**src/rtl/ipi_pkg.sv**
```systemverilog
package ipi_pkg;

  localparam int WORD_W = 32;

  localparam logic [7:0] OFF_TRIG = 8'h00;
  localparam logic [7:0] OFF_OBS  = 8'h04;
  localparam logic [7:0] OFF_STAT = 8'h10;
  localparam logic [7:0] OFF_MASK = 8'h14;
  localparam logic [7:0] OFF_EN   = 8'h18;
  localparam logic [7:0] OFF_DIS  = 8'h1C;

  typedef enum logic [2:0] {
    SEL_NONE, SEL_TRIG, SEL_OBS, SEL_STAT, SEL_MASK, SEL_EN, SEL_DIS
  } reg_sel_e;

  // Number of set bits in a channel map.
  function automatic int chan_count(input logic [WORD_W-1:0] map);
    int n;
    n = 0;
    for (int i = 0; i < WORD_W; i++) if (map[i]) n++;
    return n;
  endfunction

  // Gather the mapped bit positions of a bus word into a dense vector.
  function automatic logic [WORD_W-1:0] pack_bits(input logic [WORD_W-1:0] w,
                                                  input logic [WORD_W-1:0] map);
    logic [WORD_W-1:0] r;
    int j;
    r = '0;
    j = 0;
    for (int i = 0; i < WORD_W; i++) begin
      if (map[i]) begin
        r[j] = w[i];
        j++;
      end
    end
    return r;
  endfunction

  // Scatter a dense vector back onto the mapped bit positions.
  function automatic logic [WORD_W-1:0] unpack_bits(input logic [WORD_W-1:0] c,
                                                    input logic [WORD_W-1:0] map);
    logic [WORD_W-1:0] r;
    int j;
    r = '0;
    j = 0;
    for (int i = 0; i < WORD_W; i++) begin
      if (map[i]) begin
        r[i] = c[j];
        j++;
      end
    end
    return r;
  endfunction

endpackage

```
**src/rtl/ipi_decode.sv**
```systemverilog
module ipi_decode
  import ipi_pkg::*;
#(
  parameter int ADDR_W = 8
) (
  input  logic              bus_we,
  input  logic [ADDR_W-1:0] bus_addr,
  output reg_sel_e          sel,
  output logic              wr_trig,
  output logic              wr_stat,
  output logic              wr_en,
  output logic              wr_dis
);

  always_comb begin
    case (bus_addr)
      ADDR_W'(OFF_TRIG): sel = SEL_TRIG;
      ADDR_W'(OFF_OBS):  sel = SEL_OBS;
      ADDR_W'(OFF_STAT): sel = SEL_STAT;
      ADDR_W'(OFF_MASK): sel = SEL_MASK;
      ADDR_W'(OFF_EN):   sel = SEL_EN;
      ADDR_W'(OFF_DIS):  sel = SEL_DIS;
      default:           sel = SEL_NONE;
    endcase
  end

  // Only the four writable registers get strobes; observation and mask
  // writes, and unmapped offsets, have no strobe at all.
  assign wr_trig = bus_we && (sel == SEL_TRIG);
  assign wr_stat = bus_we && (sel == SEL_STAT);
  assign wr_en   = bus_we && (sel == SEL_EN);
  assign wr_dis  = bus_we && (sel == SEL_DIS);

endmodule

```
**src/rtl/ipi_trig_gen.sv**
```systemverilog
module ipi_trig_gen #(
  parameter int NCH = 11
) (
  input  logic           clk,
  input  logic           rst_n,
  input  logic           wr_trig,
  input  logic [NCH-1:0] trig_bits,
  output logic [NCH-1:0] trig_out
);

  logic [NCH-1:0] pulse_q;

  // The register self-clears: it holds written bits for one cycle only.
  always_ff @(posedge clk) begin
    if (!rst_n)       pulse_q <= '0;
    else if (wr_trig) pulse_q <= trig_bits;
    else              pulse_q <= '0;
  end

  assign trig_out = pulse_q;

  p_trig_cause_r2: assert property (@(posedge clk) disable iff (!rst_n)
    (|trig_out) |-> $past(wr_trig));

endmodule

```
**src/rtl/ipi_status_bank.sv**
```systemverilog
module ipi_status_bank #(
  parameter int NCH = 11
) (
  input  logic           clk,
  input  logic           rst_n,
  input  logic [NCH-1:0] req_in,
  input  logic [NCH-1:0] clr_bits,
  input  logic [NCH-1:0] obs_in,
  output logic [NCH-1:0] status,
  output logic [NCH-1:0] obs_seen
);

  logic [NCH-1:0] stat_q;
  logic [NCH-1:0] obs_q;

  // Clear first, then set: a coincident request survives the clear.
  always_ff @(posedge clk) begin
    if (!rst_n) begin
      stat_q <= '0;
      obs_q  <= '0;
    end else begin
      stat_q <= (stat_q & ~clr_bits) | req_in;
      obs_q  <= obs_in;
    end
  end

  assign status   = stat_q;
  assign obs_seen = obs_q;

  p_status_sticky_r3: assert property (@(posedge clk) disable iff (!rst_n)
    1'b1 |=> (($past(stat_q) & ~$past(clr_bits) & ~stat_q) == '0));

  p_set_wins_r4: assert property (@(posedge clk) disable iff (!rst_n)
    1'b1 |=> ((stat_q & $past(req_in)) == $past(req_in)));

endmodule

```
**src/rtl/ipi_mask_bank.sv**
```systemverilog
module ipi_mask_bank #(
  parameter int NCH = 11
) (
  input  logic           clk,
  input  logic           rst_n,
  input  logic           wr_en,
  input  logic           wr_dis,
  input  logic [NCH-1:0] sel_bits,
  output logic [NCH-1:0] mask
);

  logic [NCH-1:0] mask_q;
  logic [NCH-1:0] unmask_bits;
  logic [NCH-1:0] remask_bits;

  assign unmask_bits = wr_en  ? sel_bits : '0;
  assign remask_bits = wr_dis ? sel_bits : '0;

  always_ff @(posedge clk) begin
    if (!rst_n) mask_q <= '1;
    else        mask_q <= (mask_q & ~unmask_bits) | remask_bits;
  end

  assign mask = mask_q;

  p_mask_stable_r6: assert property (@(posedge clk) disable iff (!rst_n)
    (!wr_en && !wr_dis) |=> $stable(mask_q));

endmodule

```
**src/rtl/ipi_ctrl.sv**
```systemverilog
module ipi_ctrl
  import ipi_pkg::*;
#(
  parameter logic [31:0] CH_MAP = 32'h0F0F_0301,
  parameter int          ADDR_W = 8,
  localparam int         NCH    = chan_count(CH_MAP)
) (
  input  logic              clk,
  input  logic              rst_n,
  input  logic              bus_we,
  input  logic [ADDR_W-1:0] bus_addr,
  input  logic [31:0]       bus_wdata,
  output logic [31:0]       bus_rdata,
  input  logic [NCH-1:0]    req_in,
  input  logic [NCH-1:0]    obs_in,
  output logic [NCH-1:0]    trig_out,
  output logic [NCH-1:0]    obs_out,
  output logic              irq
);

  reg_sel_e       sel;
  logic           wr_trig, wr_stat, wr_en, wr_dis;
  logic [31:0]    wdata_packed;
  logic [NCH-1:0] chan_bits;
  logic [NCH-1:0] clr_bits;
  logic [NCH-1:0] status;
  logic [NCH-1:0] obs_seen;
  logic [NCH-1:0] mask;
  logic [NCH-1:0] pending;

  ipi_decode #(.ADDR_W(ADDR_W)) u_decode (
    .bus_we  (bus_we),
    .bus_addr(bus_addr),
    .sel     (sel),
    .wr_trig (wr_trig),
    .wr_stat (wr_stat),
    .wr_en   (wr_en),
    .wr_dis  (wr_dis)
  );

  // Reserved positions drop out when the write word is packed.
  assign wdata_packed = pack_bits(bus_wdata, CH_MAP);
  assign chan_bits    = wdata_packed[NCH-1:0];
  assign clr_bits     = wr_stat ? chan_bits : '0;

  ipi_trig_gen #(.NCH(NCH)) u_trig (
    .clk      (clk),
    .rst_n    (rst_n),
    .wr_trig  (wr_trig),
    .trig_bits(chan_bits),
    .trig_out (trig_out)
  );

  ipi_status_bank #(.NCH(NCH)) u_status (
    .clk     (clk),
    .rst_n   (rst_n),
    .req_in  (req_in),
    .clr_bits(clr_bits),
    .obs_in  (obs_in),
    .status  (status),
    .obs_seen(obs_seen)
  );

  ipi_mask_bank #(.NCH(NCH)) u_mask (
    .clk     (clk),
    .rst_n   (rst_n),
    .wr_en   (wr_en),
    .wr_dis  (wr_dis),
    .sel_bits(chan_bits),
    .mask    (mask)
  );

  assign pending = status & ~mask;
  assign irq     = |pending;
  assign obs_out = status;

  // Trigger, enable and disable read as zero through the default arm.
  always_comb begin
    case (sel)
      SEL_OBS:  bus_rdata = unpack_bits(32'(obs_seen), CH_MAP);
      SEL_STAT: bus_rdata = unpack_bits(32'(status), CH_MAP);
      SEL_MASK: bus_rdata = unpack_bits(32'(mask), CH_MAP);
      default:  bus_rdata = '0;
    endcase
  end

  p_irq_quiet_r7: assert property (@(posedge clk) disable iff (!rst_n)
    (status == '0) |-> !irq);

  p_irq_all_masked_r7: assert property (@(posedge clk) disable iff (!rst_n)
    (&mask) |-> !irq);

endmodule

```
**config.mk**
```make
export PLATFORM = sky130hd
export DESIGN_NAME = ipi_ctrl
export DESIGN_NICKNAME = d
export VERILOG_FILES = /design/src/rtl/ipi_pkg.sv /design/src/rtl/ipi_decode.sv /design/src/rtl/ipi_trig_gen.sv /design/src/rtl/ipi_status_bank.sv /design/src/rtl/ipi_mask_bank.sv /design/src/rtl/ipi_ctrl.sv
export SDC_FILE = /design/constraint.sdc
export NUM_CORES = 1
export LEC_CHECK = 0
export ABC_AREA = 1
export BUFFER_PORTS_ARGS = -buffer_cell sky130_fd_sc_hd__buf_2
export CORE_MARGIN = 2
export CORE_UTILIZATION = 35
export CTS_BUF_LIST = sky130_fd_sc_hd__clkbuf_8
export CTS_CLUSTER_DIAMETER = 50
export DETAILED_ROUTE_END_ITERATION = 12
export SLEW_MARGIN = 30
export SYNTH_ARGS = -nofsm -noshare
export SYNTH_HDL_FRONTEND = slang
export SYNTH_HIERARCHICAL = 1
export SYNTH_SLANG_ARGS = --single-unit
```
**constraint.sdc**
```tcl
create_clock -name clk -period 6.9 [get_ports clk]
set_clock_uncertainty 0.15 [all_clocks]
set_input_delay 2.07 -clock clk [delete_from_list [all_inputs] [get_ports clk]]
set_output_delay 2.07 -clock clk [all_outputs]
set_load 0.02 [all_outputs]
```
After elaboration in Yosys (flattened, before gate mapping)
Cells that the tools add are included.

cells by class
  bitwise operators = 8
  multiplexer cells = 125
  add/sub/neg operators = 27
  $lt $le $gt $ge = 30
  equal/unequal tests = 11
  reductions and logical operators = 7

operators with widths
  cell                     count
  $lt A32 B7 Y1 const B    30
  $mux W32                 30
  $add A32 B2 Y32 const B  27
  $bmux W1 S5              30
  $pmux W28 S3             1
  $mux W1                  60
  $and A11 B11 Y11         3
  $mux W11                 3
  $not A11 Y11             3
  $eq A8 B5 Y1 const B     4
  $or A11 B11 Y11          2
  $pmux W3 S6              1
  $reduce_or A11 Y1        1
  $eq A3 B3 Y1 const B     3
  $eq A8 B3 Y1 const B     1
  $logic_not A8 Y1         1
  $eq A3 B2 Y1 const B     2
  $logic_and A1 B1 Y1      4
  $eq A3 B1 Y1 const B     1
  $reduce_and A2 Y1        1

storage, ports and cells
  output and inout port bits = 55
  word-level logic and storage cells = 212
  input port bits = 65
  register bits after elaboration = 44

Logic depth before layout (Yosys ltp)
  word-level depth = 26
  gate-level depth with buffers = 13
  gate-level depth less buffers = 12

Hierarchy
Netlist, hierarchy kept.

modules (own cells, without submodules)
  module           cells an instance  sequential area each (um^2)  instances  area an instance (um^2)
  ipi_status_bank  91                 440.4                        1          762.0
  ipi_ctrl         127                0.0                          1          654.4
  ipi_mask_bank    59                 220.2                        1          429.2
  ipi_trig_gen     35                 220.2                        1          347.8
  ipi_decode       44                 0.0                          1          219.0

Worst setup path before layout
OpenSTA, ideal clock, no wires.

  path kind = input -> output
  from = input port bus_addr[0]
  to = output port bus_rdata[0]
  setup slack = 1610 ps
  path buffers = 0
  data required time = 4680 ps
  data arrival time = 3070 ps
  cell stages on the path = 8
  cells stage by stage = inv_2 -> nand2_2 -> nor2_1 -> nand2_1 -> nand3_2 -> nor2_1 -> nand3_1 -> nand3_1

on the way
  longest elaborated chain between the ends = 4
  elaborated cells on any way between the ends = 11
  classes of those cells = 8 x eq/ne; 2 x mux; 1 x reduce/logical

RTL lines
  element                                       line              source
  start, declared                               ipi_ctrl.sv:11    input logic [ADDR_W-1:0] bus_addr,
  $eq A8 B5 Y1 (tied with other cells)          ipi_decode.sv:16  case (bus_addr)
  $pmux W3 S6 *                                 ipi_decode.sv:16
  net sel[1]                                    ipi_ctrl.sv:21    reg_sel_e sel;
  $eq A3 B3 Y1 or $eq A3 B2 Y1 (tied branches)  ipi_ctrl.sv:79    case (sel)
  $pmux W28 S3 *                                ipi_ctrl.sv:79
  end, declared                                 ipi_ctrl.sv:13    output logic [31:0] bus_rdata,

Mark *: on every way through the listed nets, which the timed path passes. The rest lies on a longest branch.

Final worst setup path
  from = input port bus_addr[0]
  to = output port bus_rdata[24]

Same word-level chain as after synthesis.

==> flow_metrics.tcl <==
set metrics [dict create \
    status "finished clean" \
    grt.total_usage 0.144 \
    clk_pin_slew_ns 0.08 \
    max-cap-violations 0 \
    hold_class "reg -> reg" \
    drive_above_1_share 0.313 \
    relSlewSlack 0.482 \
    clk_path_buf_depth 2 \
    fmax_mhz 169 \
    grt_overflow 0 \
    dp_hpwl_um 4370 \
    synthArstFlopShare 0 \
    hold_buffers 0 \
    rows 30 \
    antenna_cells 0 \
    rsz0062_at_grt "false" \
    place_ws_ns 0.998 \
    vias_per_cell 4.29 \
    grt_start_max_net_pins 16 \
    r2r-start "u_status/status[4]" \
    htreeDepth 2 \
    yosysSeqAreaShare 0.365 \
    drcViolationCount 0 \
    setup_slack_ns 0.996 \
    critPathLaunch "bus_addr[0]" \
    fp.dieH_um 87.0 \
    ios 120 \
    cts_tree "yes" \
    period_needed_ns 5.90 \
    worstHoldStart "u_mask/mask[8]" \
    fillers 746 \
    synth_top_cell_by_area "dfxtp_1" \
    maxSlewViolCount 0 \
    grt_pass1_vias 1854 \
    root_buffer "clkbuf_8" \
    finalHoldViolCount 0 \
    worst_setup_path_end_kind "output port" \
    ys_seq_elements 44 \
    cts_resized 0 \
    wl_per_cell_um 10.7 \
    nNetsFinal 492 \
    clkLatencyLatePin_ns 0.29 \
    yosysWarningCount 6 \
    die_x_um 87.0 \
    yosys.cell_count.top_type "nand2_1" \
    worst-path-max-fanout 15 \
    synth.avg_cell_area_um2 6.78 \
    worst_pin_slew_ns 0.775 \
    antenna_found_initial 0 \
    required_ns 4.68 \
    arrival_ns 3.68 \
    power_density_mw_per_mm2 188 \
    synth.distinct_cells 22 \
    path_class "in -> out" \
    portBuffers 77 \
    initialDrtViolationCount 82 \
    grt_pass1_wl_um 8500 \
    cts_num_sinks 44 \
    start_util 0.359 \
    synth_area_leaders "dfxtp_1 37%, nand2_1 15%, inv_1 11%, buf_4 7.5%, nand3_1 4.4%" \
    ant_nets 0 \
    die-area_mm2 0.00757 \
    firstDrtPassIters 4 \
    fin_hold_ws_ns 0.327 \
    area_delta_synth_final_pct 17.3 \
    cts_post_setup_buffers_inserted 0 \
    core-area_mm2 0.00672 \
    setup_tns_ns 0 \
    synth_commonest_cells "97 x nand2_1, 70 x inv_1, 44 x dfxtp_1, 24 x buf_4, 21 x nand3_1" \
    vias 2179 \
    ir_drop_v 0.0000611 \
    finalCritPeriodShare 0.856 \
    place_congestion 0.790 \
    netlist_instances 356 \
    cts_inserted_buffers 5 \
    routed_wirelength_um 5440 \
    synth_ff_type "dfxtp_1" \
    synth-edff-count 0 \
    start_kind "input pin" \
    finalSetupViolations 0 \
    synth_top_area_frac 0.365 \
    netlist_area_mm2 0.00241 \
    p_leak_nw 1.74 \
]
[cells by family (layout without fill, tap and decap cells)]
logic type             Yosys count  in the layout  share of synthesized area
other                            1             21                    0.00155
DFF                             44             44                      0.365
and+or+nand+nor                173            173                      0.335
buffers and inverters          113            165                      0.231
AOI/OAI and AO/OA               25             25                     0.0674
[layout by cell type (no fill, tap or decap), types with 9 or more instances in the layout]
| master | netlist | layout |
|---|---|---|
| inv_1 | 70 | 70 |
| dfxtp_1 | 44 | 44 |
| nor2_1 | 14 | 14 |
| nand2_2 | 10 | 10 |
| nand2_1 | 97 | 97 |
| nand3_1 | 21 | 21 |
| conb_1 | 1 | 21 |
| a21oi_1 | 13 | 13 |
| a21oi_2 | 10 | 10 |
| nor2_2 | 12 | 12 |
| nand4_1 | 11 | 11 |
| inv_2 | 9 | 9 |
| buf_2 | 3 | 77 |
[sequential cells by signal, indices dropped and copies added, names as in the netlist]
signal / cells
u_status/status: 11
u_mask/mask: 11
u_trig/trig_out: 11
u_status/obs_seen: 11
[final timing paths]
path                                      endpoint  slack, ns  cells after the start
worst min register to register      u_mask/mask[8]       0.33                      2
worst max register to register  u_status/status[4]       6.09                      2
worst max-delay path                 bus_rdata[24]        1.0                     10
worst min-delay path                u_mask/mask[8]       0.33                      2
[layer usage]
layer | share of wire | GRT usage
met1 | 0.43 | 0.178
met2 | 0.48 | 0.245
met3 | 0.080 | 0.0408
met4 | 0.010 | 0.0384
met5 | 0 | 0
[where the power goes]
part | switching, mW | internal [mW]
Clock | 0.0904 | 0.107
Combinational | 0.0443 | 0.0212
Sequential | 0.00623 | 0.262
Total | 0.141 | 0.390
[critical path, stage by stage]
cell and delay [ns]:
buf_2 0.10, inv_2 0.03, nand2_2 0.10, nor2_1 0.05, nand2_1 0.09, nand3_2 0.30, nor2_1 0.50, nand3_1 0.15
nand3_1 0.12, buf_2 0.16
[final cells by class]
cell class                      count  area [um2]  share of cell area
Multi-Input combinational cell    219        1050               0.371
Inverter                           80         303               0.107
Clock buffer                        5        68.8              0.0243
Timing Repair Buffer               77         385               0.136
Clock inverter                      3        42.5              0.0150
Tap cell                           80         100              0.0354
Sequential cell                    44         881               0.311
[metrics by stage]
stage                     instances   util  total power [mW]  instance area, um2
after floorplan                 376      -             0.324                2490
after global placement          500  0.404             0.339                2720
after detailed placement        500  0.404             0.340                2720
after CTS                       508  0.421             0.538                2830
after global routing            508  0.421             0.557                2830
final                           508  0.421             0.531                2830
Power figures use the tool's default switching activity.
